===== config.mk =====
export PLATFORM = sky130hd
export DESIGN_NAME = spi_pause_sleep_ctrl
export DESIGN_NICKNAME = d
export VERILOG_FILES = /design/src/rtl/spi_pause_sleep_pkg.sv /design/src/rtl/spi_ps_sync.sv /design/src/rtl/spi_ps_pause.sv /design/src/rtl/spi_ps_sleep.sv /design/src/rtl/spi_pause_sleep_ctrl.sv
export SDC_FILE = /design/constraint.sdc
export NUM_CORES = 1
export LEC_CHECK = 0
export BUFFER_PORTS_ARGS = -buffer_cell sky130_fd_sc_hd__buf_4
export CAP_MARGIN = 40
export CORE_ASPECT_RATIO = 1.25
export CORE_MARGIN = 2
export CORE_UTILIZATION = 40
export DETAILED_ROUTE_END_ITERATION = 8
export PLACE_DENSITY = 0.6
export SKIP_LAST_GASP = 1
export SYNTH_ARGS = -nofsm -noshare
export SYNTH_HDL_FRONTEND = slang
export SYNTH_SLANG_ARGS = --single-unit

===== constraint.sdc =====
create_clock -name clk -period 3.9 [get_ports clk]
set_input_delay 0.195 -clock clk [delete_from_list [all_inputs] [get_ports clk]]
set_output_delay 0.195 -clock clk [all_outputs]
set_load 0.05 [all_outputs]

===== src/rtl/spi_pause_sleep_pkg.sv =====
package spi_pause_sleep_pkg;

    typedef enum logic {
        PS_RUN,
        PS_PAUSED
    } pause_st_e;

    typedef enum logic [1:0] {
        SL_AWAKE,
        SL_ARMED,
        SL_DORMANT,
        SL_WAKING
    } sleep_st_e;

    typedef struct packed {
        pause_st_e st;
        logic      phase;
        logic      abort;
        logic      pre_op;
    } pause_regs_t;

    typedef struct packed {
        logic cs_prev;
        logic sck_prev;
    } edge_regs_t;

endpackage


===== src/rtl/spi_ps_sync.sv =====
module spi_ps_sync #(
    parameter int          WIDTH   = 3,
    parameter int          STAGES  = 2,
    parameter logic [WIDTH-1:0] RST_VAL = '0
) (
    input  logic             clk,
    input  logic             rst_n,
    input  logic [WIDTH-1:0] pin_i,
    output logic [WIDTH-1:0] pin_o
);

    logic [WIDTH-1:0] chain_q [STAGES];
    logic [WIDTH-1:0] chain_d [STAGES];

    generate
        for (genvar s = 0; s < STAGES; s++) begin : g_stage
            if (s == 0) begin : g_first
                always_comb chain_d[s] = pin_i;
            end else begin : g_next
                always_comb chain_d[s] = chain_q[s-1];
            end
            always_ff @(posedge clk or negedge rst_n) begin
                if (!rst_n) chain_q[s] <= RST_VAL;
                else        chain_q[s] <= chain_d[s];
            end
        end
    endgenerate

    assign pin_o = chain_q[STAGES-1];

endmodule


===== src/rtl/spi_ps_pause.sv =====
module spi_ps_pause
    import spi_pause_sleep_pkg::*;
(
    input  logic clk,
    input  logic rst_n,
    input  logic enable,
    input  logic cs_lo,
    input  logic hold_lo,
    input  logic sck_hi,
    input  logic op_known,
    output logic paused,
    output logic abort,
    output logic abort_pre_op
);

    pause_regs_t r_q, r_d;

    always_comb begin
        r_d        = r_q;
        r_d.abort  = 1'b0;
        r_d.pre_op = 1'b0;
        unique case (r_q.st)
            PS_RUN: begin
                if (enable && cs_lo && hold_lo) begin
                    r_d.st    = PS_PAUSED;
                    r_d.phase = sck_hi;
                end
            end
            PS_PAUSED: begin
                if (!cs_lo) begin
                    r_d.st     = PS_RUN;
                    r_d.abort  = 1'b1;
                    r_d.pre_op = !op_known;
                end else if (!hold_lo && (sck_hi == r_q.phase)) begin
                    r_d.st = PS_RUN;
                end
            end
            default: r_d.st = PS_RUN;
        endcase
    end

    always_ff @(posedge clk or negedge rst_n) begin
        if (!rst_n) r_q <= '{st: PS_RUN, phase: 1'b0, abort: 1'b0, pre_op: 1'b0};
        else        r_q <= r_d;
    end

    assign paused       = (r_q.st == PS_PAUSED);
    assign abort        = r_q.abort;
    assign abort_pre_op = r_q.pre_op;

endmodule


===== src/rtl/spi_ps_sleep.sv =====
module spi_ps_sleep
    import spi_pause_sleep_pkg::*;
#(
    parameter int REC_CYCLES = 20000
) (
    input  logic clk,
    input  logic rst_n,
    input  logic sleep_cmd,
    input  logic cs_rise,
    input  logic cs_fall,
    input  logic sck_rise,
    output logic dormant,
    output logic ready,
    output logic proto_err
);

    localparam int CW = $clog2(REC_CYCLES + 1);
    localparam logic [CW-1:0] CNT_LOAD = CW'(REC_CYCLES);
    localparam logic [CW-1:0] CNT_LAST = CW'(1);

    typedef struct packed {
        sleep_st_e     st;
        logic [CW-1:0] cnt;
        logic          err;
    } sleep_regs_t;

    sleep_regs_t r_q, r_d;

    always_comb begin
        r_d = r_q;
        unique case (r_q.st)
            SL_AWAKE: begin
                if (sleep_cmd) r_d.st = SL_ARMED;
            end
            SL_ARMED: begin
                if (sck_rise)     r_d.st = SL_AWAKE;
                else if (cs_rise) r_d.st = SL_DORMANT;
            end
            SL_DORMANT: begin
                if (cs_fall) begin
                    r_d.st  = SL_WAKING;
                    r_d.cnt = CNT_LOAD;
                end
            end
            SL_WAKING: begin
                if (cs_fall) r_d.err = 1'b1;
                if (r_q.cnt <= CNT_LAST) begin
                    r_d.st  = SL_AWAKE;
                    r_d.cnt = '0;
                end else begin
                    r_d.cnt = r_q.cnt - CNT_LAST;
                end
            end
            default: r_d.st = SL_AWAKE;
        endcase
    end

    always_ff @(posedge clk or negedge rst_n) begin
        if (!rst_n) r_q <= '{st: SL_AWAKE, cnt: '0, err: 1'b0};
        else        r_q <= r_d;
    end

    assign dormant   = (r_q.st == SL_DORMANT) || (r_q.st == SL_WAKING);
    assign ready     = (r_q.st == SL_AWAKE) || (r_q.st == SL_ARMED);
    assign proto_err = r_q.err;

endmodule


===== src/rtl/spi_pause_sleep_ctrl.sv =====
module spi_pause_sleep_ctrl
    import spi_pause_sleep_pkg::*;
#(
    parameter int SYNC_STAGES = 2,
    parameter int REC_CYCLES  = 20000
) (
    input  logic clk,
    input  logic rst_n,
    input  logic cs_n,
    input  logic sck,
    input  logic hold_n,
    input  logic sleep_cmd,
    input  logic op_known,
    input  logic out_req,
    output logic freeze,
    output logic so_en,
    output logic abort,
    output logic abort_pre_op,
    output logic ready,
    output logic proto_err
);

    localparam int PINS = 3;
    localparam logic [PINS-1:0] PIN_IDLE = 3'b101; // {cs_n, sck, hold_n}

    logic [PINS-1:0] pins_s;
    logic cs_s, sck_s, hold_s;

    spi_ps_sync #(
        .WIDTH  (PINS),
        .STAGES (SYNC_STAGES),
        .RST_VAL(PIN_IDLE)
    ) i_sync (
        .clk  (clk),
        .rst_n(rst_n),
        .pin_i({cs_n, sck, hold_n}),
        .pin_o(pins_s)
    );

    assign {cs_s, sck_s, hold_s} = pins_s;

    edge_regs_t e_q, e_d;

    always_comb begin
        e_d          = e_q;
        e_d.cs_prev  = cs_s;
        e_d.sck_prev = sck_s;
    end

    always_ff @(posedge clk or negedge rst_n) begin
        if (!rst_n) e_q <= '{cs_prev: 1'b1, sck_prev: 1'b0};
        else        e_q <= e_d;
    end

    logic cs_rise, cs_fall, sck_rise;
    assign cs_rise  = cs_s && !e_q.cs_prev;
    assign cs_fall  = !cs_s && e_q.cs_prev;
    assign sck_rise = sck_s && !e_q.sck_prev;

    logic paused, dormant, ready_w;

    spi_ps_sleep #(
        .REC_CYCLES(REC_CYCLES)
    ) i_sleep (
        .clk      (clk),
        .rst_n    (rst_n),
        .sleep_cmd(sleep_cmd),
        .cs_rise  (cs_rise),
        .cs_fall  (cs_fall),
        .sck_rise (sck_rise),
        .dormant  (dormant),
        .ready    (ready_w),
        .proto_err(proto_err)
    );

    spi_ps_pause i_pause (
        .clk         (clk),
        .rst_n       (rst_n),
        .enable      (ready_w),
        .cs_lo       (!cs_s),
        .hold_lo     (!hold_s),
        .sck_hi      (sck_s),
        .op_known    (op_known),
        .paused      (paused),
        .abort       (abort),
        .abort_pre_op(abort_pre_op)
    );

    assign freeze = paused || dormant;
    assign so_en  = out_req && !freeze;
    assign ready  = ready_w;

endmodule


==> results.cfg <==
[synthesis]
area_share_of_xor_xnor_cells_in_the_synthesized_design_pct = 0.618
synth-compound-area-share_pct = 18.4
synthSimpleGateAreaFrac_pct = 21.8
sequential_fraction_of_the_synthesis_area_pct = 53.4
syn-num-nets = 148
yosysUniqueCellTypes = 40
synthTopCellsByArea = sky130_fd_sc_hd__dfrtp_1 (44%), sky130_fd_sc_hd__dfstp_2 (9.3%), sky130_fd_sc_hd__nor2_1 (4.2%)
post_synth_mux_area_share_pct = 0.794
synth-adder-area-share_pct = 1.77
synthesis.area_per_instance_um2 = 10.3
netlist.area_leader.share_pct = 44.1
post-synth-top-count-cell = sky130_fd_sc_hd__dfrtp_1
synth_top_cell_by_area = sky130_fd_sc_hd__dfrtp_1
ys_ff_latch = 30
synth_top_family_by_area = simple AND/OR/NAND/NOR gates
synthesis.yosys.warnings = 0
netlist_top_cells_count = sky130_fd_sc_hd__dfrtp_1 (25), sky130_fd_sc_hd__nor2_1 (16), sky130_fd_sc_hd__a21oi_1 (10), sky130_fd_sc_hd__nand2_1 (8), sky130_fd_sc_hd__inv_1 (7)
dominantRegCellSynth = sky130_fd_sc_hd__dfrtp_1
synth-edff-count = 0
fraction_of_registers_with_async_set_reset_pct = 100
synth_cells = 138
synthesis.area_um2 = 1420

[clock_network]
htree_num_levels = 2
cts_buffers = 5
tritoncts_num_sinks = 30
clk_pin_slew_worst_paths_ns = 0.06
clockRootBuffer = sky130_fd_sc_hd__clkbuf_8
latest_clock_arrival_within_the_worst_skew_pair_ns = 0.28
clockBufferDepth = 2
tritoncts_clock_tree = built

[timing]
finalHoldViolCount = 0
setup_viol = 0
unrepaired_setup_endpoints_after_global_routing = no
relSlewSlack_pct = 42.2
period_utilization_post_route_pct = 51.5
min_period_ns = 2.01
timing.clock.skew_ns = 0.0116
max_clock_freq_ghz = 0.498
slew_viol_final = 0
post-route-worst-setup-slack_ns = 1.89
final.setup.tns_ns = 0
hold-worst-slack_ns = 0.0172
worst-slew-pin-transition_ns = 0.862

[layout]
postLayoutCellArea_um2 = 1650
final_cells = 195
multi_input_comb_area_um2 = 614
area_delta_synth_final_pct = 16.3
drive_gt1_share_pct = 21.2
final_core_utilization_pct = 47.8
final.fill_count = 317
antenna_cells_inserted = 0
layout.nets = 165
register_area_um2 = 757

[pwr]
p_total_mw = 1.05
power.static_leakage_nw = 0.693
power-per-cell-area_nw_per_um2 = 635
ir_worst_vdd_mv = 0.374

[hold_path]
holdCritPathClass = in2reg
min_delay_path_depth = 1

[die]
num_io_pins = 14
initial_core_utilization_pct = 41.1
fp.dieW_um = 57.2
fp.dieArea_um2 = 4040
floorplan.core_area_um2 = 3450
die_height_um = 70.6
floorplan.rows = 24

[place]
post-place-ws_ns = 1.92
port_buffers = 13
detailedPlacementHpwl_mm = 1.95
placement.cell_area_um2 = 1540
globalplace.congestion = 0.809
post_place_cells = 186

[route]
finalWirelength_mm = 2.78
postRouteAntennaNets = 0
routed_wire_length_per_instance_um = 14.3
vias = 1090
drc = 0
detailedRoute.firstPassIterationCount = 4
routed_via_density = 5.59
first_iter_violations = 22

[grt]
globalRouteOverflowTotal = 0
pin_count_of_the_biggest_net_entering_global_routing = 31
antenna_violations_before_repair = 0
vias_in_the_first_global_route = 1073
grt_usage_pct = 16.2
first_pass_grt_wire_length_mm = 4.96

[critical_path]
timing.critical_path.fanout_max = 5
worstSetupPathType = reg2reg
timing.critical_path.required_ns = 4.04
worst_r2r_path_depth = 6
startpoint_type_of_the_worst_setup_path = flop
setup.worst_path.end_class = flop
cp.arrival_ns = 2.15

[status]
outcome = complete, no violations

[run]
number_of_max_cap_violations = 0
==> registers in the layout, summed over array words and instances, names as in the netlist, named ones only <==
signal / count
i_sleep.proto_err: 1
i_sync.pin_o: 3
i_pause.abort_pre_op: 1
e_q: 2
i_pause.r_q: 1
i_sleep.r_q: 16
i_sync.chain_d: 3
i_pause.paused: 1
i_pause.abort: 1
==> placed cells by master (no fill, tap or decap), types with 2 or more instances in the layout <==
cell / n
sky130_fd_sc_hd__dfrtp_1: 25
sky130_fd_sc_hd__nor2_1: 16
sky130_fd_sc_hd__buf_4: 13
sky130_fd_sc_hd__a21oi_1: 10
sky130_fd_sc_hd__nand2_1: 8
sky130_fd_sc_hd__inv_1: 7
sky130_fd_sc_hd__nand3_1: 6
sky130_fd_sc_hd__clkbuf_8: 6
sky130_fd_sc_hd__o21ai_0: 5
sky130_fd_sc_hd__o22a_1: 5
sky130_fd_sc_hd__dfstp_2: 5
sky130_fd_sc_hd__or3_1: 4
sky130_fd_sc_hd__nor3_1: 4
sky130_fd_sc_hd__nand2b_1: 3
sky130_fd_sc_hd__nor4_1: 3
sky130_fd_sc_hd__a21o_1: 3
sky130_fd_sc_hd__a31oi_1: 3
sky130_fd_sc_hd__nor2b_1: 2
sky130_fd_sc_hd__o21ai_1: 2
sky130_fd_sc_hd__o2bb2ai_1: 2
sky130_fd_sc_hd__o21a_1: 2
sky130_fd_sc_hd__ha_1: 2
==> per-layer routing <==
layer  GRT usage [%]  vias to the layer above  part of all wire, %
li1                -                      537                    -
met2            25.7                       18                   49
met3            5.12                        6                  3.6
met4            8.53                        0                  2.5
met5               0                        -                    0
met1            19.7                      529                   45
==> area by class of cell <==
type | count | area share, %
clock buffers | 6 | 5.01
clock inverters | 2 | 0.759
multi-input cells | 97 | 37.3
flip-flops and latches | 30 | 45.9
repair buffers | 14 | 6.53
well taps | 39 | 2.96
inverters | 7 | 1.59
==> path summary, 6_finish.rpt <==
check,from,end,slack [ns]
min,cs_n,i_sync.chain_d[2],0.02
max reg2reg,i_sleep.r_q[2],i_sleep.r_q[9],1.89
min in group asynchronous,rst_n,i_sleep.r_q[10],0.37
max in group asynchronous,rst_n,e_q[1],3.20
min reg2reg,i_sync.chain_d[2],i_sync.pin_o[2],0.35
max,i_sleep.r_q[2],i_sleep.r_q[9],1.89
==> timing repair <==
action                    in CTS  in global routing
hold endpoints to repair      25                  0
setup buffers                  0                  0
hold buffers                   1                  0
resized for setup              0                  0
==> critical path, cell delays in order, from the launching register on <==
cell,delay (ns)
sky130_fd_sc_hd__dfrtp_1,0.40
sky130_fd_sc_hd__inv_1,0.10
sky130_fd_sc_hd__ha_1,0.20
sky130_fd_sc_hd__or4b_4,0.52
sky130_fd_sc_hd__or4_4,0.45
sky130_fd_sc_hd__nand3_1,0.11
sky130_fd_sc_hd__o311ai_2,0.10
==> report_power, final <==
| group | internal (mW) | switching (mW) |
|---|---|---|
| clock network | 0.142 | 0.117 |
| logic | 0.138 | 0.208 |
| registers | 0.372 | 0.0705 |
==> logic make-up after synthesis <==
group           after synthesis
buf+inv                      11
fa+ha+maj                     2
mux                           1
flops                        30
xor+xnor                      1
simple gates                 55
compound gates               38
(Power assumes the default switching activity.)
